### config.mk
export PLATFORM = sky130hd
export DESIGN_NAME = refsw_ctrl
export DESIGN_NICKNAME = d
export VERILOG_FILES = /design/src/rtl/refsw_pkg.sv /design/src/rtl/refsw_arbiter.sv /design/src/rtl/refsw_decide.sv /design/src/rtl/refsw_ctrl.sv
export SDC_FILE = /design/constraint.sdc
export NUM_CORES = 1
export LEC_CHECK = 0
export ABC_AREA = 1
export CAP_MARGIN = 30
export CELL_PAD_IN_SITES_DETAIL_PLACEMENT = 1
export CELL_PAD_IN_SITES_GLOBAL_PLACEMENT = 1
export CORE_UTILIZATION = 30
export CTS_CLUSTER_DIAMETER = 150
export CTS_CLUSTER_SIZE = 20
export DETAILED_ROUTE_END_ITERATION = 8
export GPL_TIMING_DRIVEN = 0
export PLACE_DENSITY_LB_ADDON = 0.12
export SLEW_MARGIN = 20
export SYNTH_ARGS = -nofsm -noshare
export SYNTH_HDL_FRONTEND = slang
export SYNTH_SLANG_ARGS = --single-unit
### constraint.sdc
create_clock -name clk -period 10.9 [get_ports clk]
set_clock_uncertainty 0.05 [all_clocks]
set_input_delay 1.635 -clock clk [delete_from_list [all_inputs] [get_ports clk]]
set_output_delay 1.635 -clock clk [all_outputs]
set_load 0.02 [all_outputs]
### src/rtl/refsw_pkg.sv
// Package: shared encodings for the reference switchover controller.
// Assumes the mode field is exactly two bits wide.
package refsw_pkg;

    typedef enum logic [1:0] {
        MODE_AUTO     = 2'b00,
        MODE_FALLBACK = 2'b01,
        MODE_HOLD     = 2'b10,
        MODE_MANUAL   = 2'b11
    } sw_mode_e;

endpackage

### src/rtl/refsw_arbiter.sv
// Module: refsw_arbiter
// Finds the candidate with the numerically lowest priority; on a tie the
// lowest index wins. Purely combinational. Assumes cand is already masked
// down to references that may be chosen.
module refsw_arbiter #(
    parameter int NUM_REFS = 8,
    parameter int PRIO_W   = 3,
    localparam int IDX_W   = $clog2(NUM_REFS)
) (
    input  logic [NUM_REFS-1:0]        cand,
    input  logic [NUM_REFS*PRIO_W-1:0] prio,
    output logic                       found,
    output logic [IDX_W-1:0]           win_idx,
    output logic [PRIO_W-1:0]          win_prio
);

    // Scan upward; strict compare keeps the earlier index on ties.
    always_comb begin
        found    = 1'b0;
        win_idx  = '0;
        win_prio = '1;
        for (int i = 0; i < NUM_REFS; i++) begin
            if (cand[i] && (!found || prio[i*PRIO_W +: PRIO_W] < win_prio)) begin
                found    = 1'b1;
                win_idx  = IDX_W'(i);
                win_prio = prio[i*PRIO_W +: PRIO_W];
            end
        end
    end

endmodule

### src/rtl/refsw_decide.sv
// Module: refsw_decide
// Next-state decision for the switchover controller. Combines overrides,
// the user mode and the automatic arbitration result into the reference and
// status to register next. Assumes chal_* comes from an arbiter that
// excluded the currently tracked reference.
module refsw_decide
    import refsw_pkg::*;
#(
    parameter int NUM_REFS = 8,
    parameter int PRIO_W   = 3,
    localparam int IDX_W   = $clog2(NUM_REFS)
) (
    input  logic [NUM_REFS-1:0]        ref_ok,
    input  logic [NUM_REFS*PRIO_W-1:0] prom_prio,
    input  logic [1:0]                 mode,
    input  logic [IDX_W-1:0]           user_ref,
    input  logic                       force_hold,
    input  logic                       force_free,
    input  logic [IDX_W-1:0]           cur_ref,
    input  logic                       tracking,
    input  logic                       chal_found,
    input  logic [IDX_W-1:0]           chal_idx,
    input  logic [PRIO_W-1:0]          chal_prio,
    output logic [IDX_W-1:0]           nxt_ref,
    output logic                       nxt_track,
    output logic                       nxt_hold,
    output logic                       nxt_free
);

    logic              cur_ok;
    logic              user_ok;
    logic              auto_track;
    logic [IDX_W-1:0]  auto_ref;
    logic [PRIO_W-1:0] cur_prom;
    sw_mode_e          mode_e;

    assign mode_e   = sw_mode_e'(mode);
    assign cur_ok   = tracking && ref_ok[cur_ref];
    assign user_ok  = ref_ok[user_ref];
    assign cur_prom = prom_prio[cur_ref*PRIO_W +: PRIO_W];

    // Automatic result: defend with promoted priority, else take best valid.
    always_comb begin
        auto_track = 1'b0;
        auto_ref   = cur_ref;
        if (cur_ok) begin
            auto_track = 1'b1;
            if (chal_found && chal_prio < cur_prom) begin
                auto_ref = chal_idx;
            end
        end else if (chal_found) begin
            auto_track = 1'b1;
            auto_ref   = chal_idx;
        end
    end

    // Overrides first, then the selected mode.
    always_comb begin
        nxt_ref   = cur_ref;
        nxt_track = 1'b0;
        nxt_hold  = 1'b0;
        nxt_free  = 1'b0;
        if (force_free) begin
            nxt_free = 1'b1;
        end else if (force_hold) begin
            nxt_hold = 1'b1;
        end else begin
            unique case (mode_e)
                MODE_MANUAL: begin
                    nxt_ref   = user_ref;
                    nxt_track = 1'b1;
                end
                MODE_HOLD: begin
                    if (user_ok) begin
                        nxt_ref   = user_ref;
                        nxt_track = 1'b1;
                    end else begin
                        nxt_hold = 1'b1;
                    end
                end
                MODE_FALLBACK: begin
                    if (user_ok) begin
                        nxt_ref   = user_ref;
                        nxt_track = 1'b1;
                    end else begin
                        nxt_ref   = auto_ref;
                        nxt_track = auto_track;
                        nxt_hold  = !auto_track;
                    end
                end
                default: begin
                    nxt_ref   = auto_ref;
                    nxt_track = auto_track;
                    nxt_hold  = !auto_track;
                end
            endcase
        end
    end

endmodule

### src/rtl/refsw_ctrl.sv
// Module: refsw_ctrl (top)
// Selects one active clock reference out of NUM_REFS using four switchover
// modes and two-tier priorities. All outputs are registered: a decision
// shows one clock after the inputs that caused it. Assumes ref_ok and the
// priority buses are synchronous to clk.
module refsw_ctrl #(
    parameter int NUM_REFS = 8,
    parameter int PRIO_W   = 3,
    localparam int IDX_W   = $clog2(NUM_REFS)
) (
    input  logic                       clk,
    input  logic                       rst_n,
    input  logic [NUM_REFS-1:0]        ref_ok,
    input  logic [NUM_REFS*PRIO_W-1:0] sel_prio,
    input  logic [NUM_REFS*PRIO_W-1:0] prom_prio,
    input  logic [1:0]                 mode,
    input  logic [IDX_W-1:0]           user_ref,
    input  logic                       force_hold,
    input  logic                       force_free,
    output logic [IDX_W-1:0]           act_ref,
    output logic                       act_ok,
    output logic                       in_hold,
    output logic                       in_free,
    output logic                       sw_pulse
);

    logic [IDX_W-1:0]    cur_ref;
    logic                tracking;
    logic [NUM_REFS-1:0] cur_oh;
    logic [NUM_REFS-1:0] cand;
    logic                chal_found;
    logic [IDX_W-1:0]    chal_idx;
    logic [PRIO_W-1:0]   chal_prio;
    logic [IDX_W-1:0]    nxt_ref;
    logic                nxt_track;
    logic                nxt_hold;
    logic                nxt_free;

    // Candidates: valid references other than the one already tracked.
    assign cur_oh = {{(NUM_REFS-1){1'b0}}, 1'b1} << cur_ref;
    assign cand   = ref_ok & ~(tracking ? cur_oh : '0);

    refsw_arbiter #(
        .NUM_REFS (NUM_REFS),
        .PRIO_W   (PRIO_W)
    ) u_arb (
        .cand     (cand),
        .prio     (sel_prio),
        .found    (chal_found),
        .win_idx  (chal_idx),
        .win_prio (chal_prio)
    );

    refsw_decide #(
        .NUM_REFS (NUM_REFS),
        .PRIO_W   (PRIO_W)
    ) u_dec (
        .ref_ok     (ref_ok),
        .prom_prio  (prom_prio),
        .mode       (mode),
        .user_ref   (user_ref),
        .force_hold (force_hold),
        .force_free (force_free),
        .cur_ref    (cur_ref),
        .tracking   (tracking),
        .chal_found (chal_found),
        .chal_idx   (chal_idx),
        .chal_prio  (chal_prio),
        .nxt_ref    (nxt_ref),
        .nxt_track  (nxt_track),
        .nxt_hold   (nxt_hold),
        .nxt_free   (nxt_free)
    );

    // State and status registers.
    always_ff @(posedge clk) begin
        if (!rst_n) begin
            cur_ref  <= '0;
            tracking <= 1'b0;
            in_hold  <= 1'b0;
            in_free  <= 1'b0;
            act_ok   <= 1'b0;
            sw_pulse <= 1'b0;
        end else begin
            cur_ref  <= nxt_ref;
            tracking <= nxt_track;
            in_hold  <= nxt_hold;
            in_free  <= nxt_free;
            act_ok   <= nxt_track && ref_ok[nxt_ref];
            sw_pulse <= nxt_track && (!tracking || nxt_ref != cur_ref);
        end
    end

    assign act_ref = cur_ref;

endmodule

; Word-level counts from Yosys, hierarchy flattened
; Cells that the tools add are included.
[totals]
ff_bits = 8
latch_bits = 0
ram_bits = 0
romBits = 0
in_bits = 65
output_inout_bits = 7
word_cells = 106
mem_count = 0
[op_classes]
n_addsub = 0
multipliers = 1
div_mod_pow = 0
order_cmp = 11
n_eq_ne = 4
shift = 2
muxes = 50
bitwise = 3
n_reduce_logical = 29
[op_table]
columns = operator, count
row1 = $mux W3, 19
row2 = $lt A3 B3 Y1, 8
row3 = $shiftx A24 B6 Y3, 1
row4 = $mux W1, 22
row5 = $lt A3 B4 Y1 const B, 3
row6 = $logic_and A1 B1 Y1, 11
row7 = $bmux W1 S3, 3
row8 = $logic_not A1 Y1, 9
row9 = $pmux W3 S3, 1
row10 = $and A8 B8 Y8, 1
row11 = $logic_or A1 B1 Y1, 8
row12 = $mux W8, 1
row13 = $not A8 Y8, 1
row14 = $shl A1 B3 Y8 const A, 1
row15 = $pmux W1 S3, 2
row16 = $mul A3 B2 Y5 const B, 1
row17 = $eq A2 B2 Y1 const B, 2
row18 = $mux W2, 2
row19 = $ne A3 B3 Y1, 1
row20 = $eq A2 B1 Y1 const B, 1
row21 = $reduce_or A2 Y1, 1
row22 = $not A1 Y1, 1

; Longest topological paths before layout
[logic_depth]
depth_word = 44
depth_mapped = 85
mapped_depth_nobuf = 85

; By module
; Synthesis repeated with hierarchy kept, for this count alone.
[hier_totals]
cells_unflattened = 406
hier_area_um2 = 2145.8
[by_module_without_submodules]
columns = module, n_inst, cells_per_inst, area_per_inst_um2, seq_area_each_um2
row1 = refsw_arbiter, 1, 180, 904.6, 0.0
row2 = refsw_decide, 1, 152, 807.0, 0.0
row3 = refsw_ctrl, 1, 74, 434.2, 160.2

; Worst setup path after synthesis
; OpenSTA, ideal clock, no wires.
[synth_path]
path_kind = input -> register
from = in ref_ok[0]
to = reg sw_pulse
setup_ps = 109
t_arrival_ps = 8892
required_ps = 10741
setup_slack_ps = 1849
path_stages = 66
n_path_buf = 0
cell_sequence = nand2_1 > nor2_1 > ha_1 > inv_1 > a21oi_1 > nand2_1 > nand2_1 > nand2_2 > nand2_2 > o21ai_0 > ha_1 > nand2_1 > inv_2 > nand2_1 > nand2_1 > nand2_2 > nand2_4 > o21ai_0 > (+30 left out) > nand2_1 > nand2_2 > nand2_4 > nor2_1 > a21oi_1 > ha_1 > a211oi_1 > nand2_1 > nand2_1 > nand3_1 > nand2_1 > nand2_2 > nand2_4 > nand2_4 > xor2_1 > nand3_1 > nand2_1 > inv_1
[synth_via]
elab_chain_len = 41
elab_cells_between_ends = 77
cone_classes = order compare: 8 / eq/ne: 1 / mux: 42 / bitwise: 1 / reduce/logical: 25
[synth_rtl]
columns = item, line
row1 = "start, declared", refsw_ctrl.sv:13  ; input logic [NUM_REFS-1:0] ref_ok,
row2 = $and A8 B8 Y8, refsw_ctrl.sv:41  ; assign cand = ref_ok & ~(tracking ? cur_oh : '0);
row3 = $mux W3 / $mux W1 (equally long branches), refsw_arbiter.sv:23  ; if (cand[i] && (!found || prio[i*PRIO_W +: PRIO_W] < win_prio)) begin
row4 = $lt A3 B3 Y1 / $logic_not A1 Y1 (equally long branches), refsw_arbiter.sv:23
row5 = $logic_or A1 B1 Y1, refsw_arbiter.sv:23
row6 = $logic_and A1 B1 Y1, refsw_arbiter.sv:23
row7 = $mux W3 / $mux W1 (equally long branches), refsw_arbiter.sv:23
row8 = $lt A3 B3 Y1 / $logic_not A1 Y1 (equally long branches), refsw_arbiter.sv:23
row9 = $logic_or A1 B1 Y1, refsw_arbiter.sv:23
row10 = (+25 left out), n/a
row11 = $mux W3, refsw_decide.sv:46  ; if (cur_ok) begin
row12 = $mux W3, refsw_decide.sv:82  ; if (user_ok) begin
row13 = $pmux W3 S3, refsw_decide.sv:68  ; unique case (mode_e)
row14 = $mux W3, refsw_decide.sv:65  ; end else if (force_hold) begin
row15 = $mux W3, refsw_decide.sv:63  ; if (force_free) begin
row16 = $ne A3 B3 Y1, refsw_ctrl.sv:90  ; sw_pulse <= nxt_track && (!tracking || nxt_ref != cur_ref);
row17 = $logic_or A1 B1 Y1, refsw_ctrl.sv:90
row18 = $logic_and A1 B1 Y1 (*), refsw_ctrl.sv:90
row19 = "end signal, assigned", refsw_ctrl.sv:90
row20 = "end, declared", refsw_ctrl.sv:24  ; output logic sw_pulse
; Mark *: on every way between the ends. The rest lies on a longest branch, timed or not. The select of a mux whose other input is x is not followed.
; A chain may end at the register's enable or synchronous reset.

; Worst setup path in the final report
[layout_path]
from = in sel_prio[2]
to = reg act_ok
[layout_via]
elab_chain_len = 40
elab_cells_between_ends = 67
cone_classes = order compare: 8 / mux: 37 / reduce/logical: 22
[layout_rtl]
columns = item, line
row1 = "start, declared", refsw_ctrl.sv:14  ; input logic [NUM_REFS*PRIO_W-1:0] sel_prio,
row2 = $mux W3 (*), refsw_arbiter.sv:23
row3 = $lt A3 B3 Y1, refsw_arbiter.sv:23
row4 = $logic_or A1 B1 Y1, refsw_arbiter.sv:23
row5 = $logic_and A1 B1 Y1, refsw_arbiter.sv:23
row6 = $mux W3 / $mux W1 (equally long branches), refsw_arbiter.sv:23
row7 = $lt A3 B3 Y1 / $logic_not A1 Y1 (equally long branches), refsw_arbiter.sv:23
row8 = $logic_or A1 B1 Y1, refsw_arbiter.sv:23
row9 = $logic_and A1 B1 Y1, refsw_arbiter.sv:23
row10 = (+24 left out), n/a
row11 = $mux W3, refsw_decide.sv:46
row12 = $mux W3, refsw_decide.sv:82
row13 = $pmux W3 S3, refsw_decide.sv:68
row14 = $mux W3, refsw_decide.sv:65
row15 = $mux W3, refsw_decide.sv:63
row16 = $bmux W1 S3, refsw_ctrl.sv:89  ; act_ok <= nxt_track && ref_ok[nxt_ref];
row17 = $mux W1 (not written as such), refsw_ctrl.sv:89
row18 = $logic_and A1 B1 Y1 (*), refsw_ctrl.sv:89
row19 = "end signal, assigned", refsw_ctrl.sv:89
row20 = "end, declared", refsw_ctrl.sv:21  ; output logic act_ok,
; Marked as above.

==> results.sh <==
export IMPL_dr_pass1_iters=4
export IMPL_diodes=0
export IMPL_yosys_area_top_type_share_pct=18.2
export IMPL_mostFrequentLayoutCell="nand2_1"
export IMPL_cts_hold_buf=0
export IMPL_track_usage_pct=20.4
export IMPL_cp_arrival_ps=9870
export IMPL_startpoint_type="input port"
export IMPL_cp_slowest_cell="clkdlybuf4s50_1"
export IMPL_root_buffer="clkbuf_8"
export IMPL_rsz0062_at_grt="false"
export IMPL_async_reset_ff_share_pct=0
export IMPL_initial_utilization_pct=31.2
export IMPL_synth_ff_type="dfxtp_1"
export IMPL_cts_tree="done"
export IMPL_hold_viol_final=0
export IMPL_timing_final_crit_share_pct=89.9
export IMPL_crit_path_max_fanout=8
export IMPL_syn_area_per_cell_sq_um=5.39
export IMPL_syn_area_sq_um=2000
export IMPL_status="completed"
export IMPL_clk_insertion_delay_late_ps=220
export IMPL_drc=0
export IMPL_chipWidth_um=83.6
export IMPL_viasPerCell=4.98
export IMPL_finalSetupViolations=0
export IMPL_drv_slew=0
export IMPL_clk_path_buf_depth=2
export IMPL_antenna_left=0
export IMPL_path_class="in2reg"
export IMPL_synth_nets=447
export IMPL_area_growth_pct=43.4
export IMPL_wl_per_cell_um=13.5
export IMPL_globalRouteOverflowTotal=0
export IMPL_cts_inserted_buffers=3
export IMPL_dieHeight_um=83.6
export IMPL_slowest_delay_ps=450
export IMPL_slew_headroom_pct=57.2
export IMPL_htree_num_levels=1
export IMPL_io_buffers=71
export IMPL_min_path_type="reg2reg"
export IMPL_powerDensity_nw_per_um2=91.9
export IMPL_post_cts_resized=2
export IMPL_fmax_mhz=102
export IMPL_synth_area_leaders="nand2_1 18%, inv_1 12%, nand3_1 11%, dfxtp_1 8.0%, ha_1 7.5%"
export IMPL_vias=2595
export IMPL_cts_sinks=8
export IMPL_total_power_mw=0.263
export IMPL_globalplace_congestion=0.873
export IMPL_fill_cells=907
export IMPL_synthDistinctLibCells=35
export IMPL_crit_top_cell="nand2_1"
export IMPL_endpoint_kind="flip-flop"
export IMPL_ioPinCount=72
export IMPL_fin_nets=523
export IMPL_synth_cells=370
export IMPL_synth_enable_flop_cells=0
export IMPL_p_leak_nw=1.44
export IMPL_required_ps=10960
export IMPL_maxCapViolCount=0
export IMPL_core_area_sq_um=6390
export IMPL_final_cell_mix="97 x nand2_1, 70 x clkdlybuf4s50_1, 62 x inv_1"
export IMPL_ir_worst_vdd_mv=0.0728
export IMPL_grt_pass1_wl_mm=12.1
export IMPL_fin_crit_ps=9800
export IMPL_grt_max_degree=11
export IMPL_post_cts_buffers=0
export IMPL_dp_hpwl_mm=5.98
export IMPL_antenna_found_initial=0
export IMPL_ys_ff_latch=8
export IMPL_rows=29
export IMPL_drive_gt1_share_pct=9.46
export IMPL_wl_mm=7.03
export IMPL_worst_slew_pin_slew_ps=639
export IMPL_dieArea_sq_um=6980
export IMPL_yosys_area_top_type="nand2_1"
export IMPL_yosys_warnings=0
export IMPL_clk_pin_slew_worst_paths_ps=40
export IMPL_first_iter_violations=71
export IMPL_first_global_vias=2642
export IMPL_synth_seq_area_share_pct=8.03
export IMPL_utilization_pct=44.8
==> layer usage <==
metal | up-vias | share of wire [%] | GRT usage, % | wire length (um)
li1 | 1360 | - | - | -
met1 | 1189 | 48 | 27.4 | 3380
met2 | 46 | 49 | 37.3 | 3430
met3 | 0 | 3.1 | 1.19 | 217
met4 | 0 | 0 | 1.39 | 0
met5 | - | 0 | 0 | 0
==> where the power goes <==
group | internal [mW] | switching [mW] | leakage [nW]
clock network | 0.0239 | 0.0110 | 0.0216
logic | 0.0805 | 0.115 | 1.35
registers | 0.0311 | 0.00173 | 0.0656
==> Yosys cell counts, types with 2 or more instances <==
library cell	number
or2_2	2
nor3_1	4
ha_1	12
nand4_1	2
a31oi_1	2
clkinv_1	2
o22ai_1	8
nand2_2	15
nor2_1	26
dfxtp_1	8
o211ai_1	2
o31ai_1	2
o21ai_1	3
nor2_4	2
a21oi_1	20
nand2_4	9
inv_2	3
inv_1	62
a22oi_1	6
nand3_1	44
nand2_1	97
o21ai_0	26
==> path summary, 6_finish.rpt <==
check	slack [ps]	endpoint	cells past startpoint	from
setup reg to reg	2060	act_ok$_SDFF_PN0_	75	act_ref[1]$_SDFF_PN0_
hold / removal	740	sw_pulse$_SDFF_PN0_	7	tracking$_SDFF_PN0_
hold reg to reg	740	sw_pulse$_SDFF_PN0_	7	tracking$_SDFF_PN0_
setup / recovery	1100	act_ok$_SDFF_PN0_	73	sel_prio[2]
==> worst max-delay path: cells and delay by family <==
family,cells,cell delay [ps]
AOI/OAI and AO/OA,11,1600
adders and majority gates,8,2220
buffers and inverters,7,680
and+or+nand+nor,47,3680
==> metrics by stage <==
stage / setup TNS (ps) / worst slack, ps / hold slack [ps] / instances / instance area (sq um)
floorplan: 0 / 1850 / 631 / 370 / 2000
detailed placement: -758 / -329 / 720 / 518 / 2800
global route: 0 / 32.0 / 816 / 521 / 2860
CTS: 0 / 29.1 / 737 / 521 / 2840
finish: 0 / 1100 / 736 / 521 / 2860
global placement: -284 / -144 / 711 / 518 / 2800
==> state kept, by name (all words and copies together) (netlist names) <==
| signal | count |
|---|---|
| act_ok | 1 |
| in_hold | 1 |
| in_free | 1 |
| sw_pulse | 1 |
| tracking | 1 |
| act_ref | 3 |
==> cell families after synthesis <==
| logic type | count (synthesis) | share of synthesized area (%) |
|---|---|---|
| DFF | 8 | 8.02 |
| and+or+nand+nor | 208 | 49.8 |
| xor gates and xnor gates | 1 | 0.439 |
| adders and majority gates | 12 | 7.52 |
| AOI/OAI and AO/OA | 72 | 20.8 |
| buffers and inverters | 69 | 13.4 |
==> layout make-up <==
class,instances,area (sq um),share of cell area [%]
Tap cell,77,96.3,3.37
Clock buffer,3,41.3,1.44
Buffer,2,15.0,0.524
Inverter,67,251,8.78
Multi-Input combinational cell,293,1590,55.4
Timing Repair Buffer,71,713,24.9
Sequential cell,8,160,5.59
No activity file was read; power rests on OpenSTA's default activity.
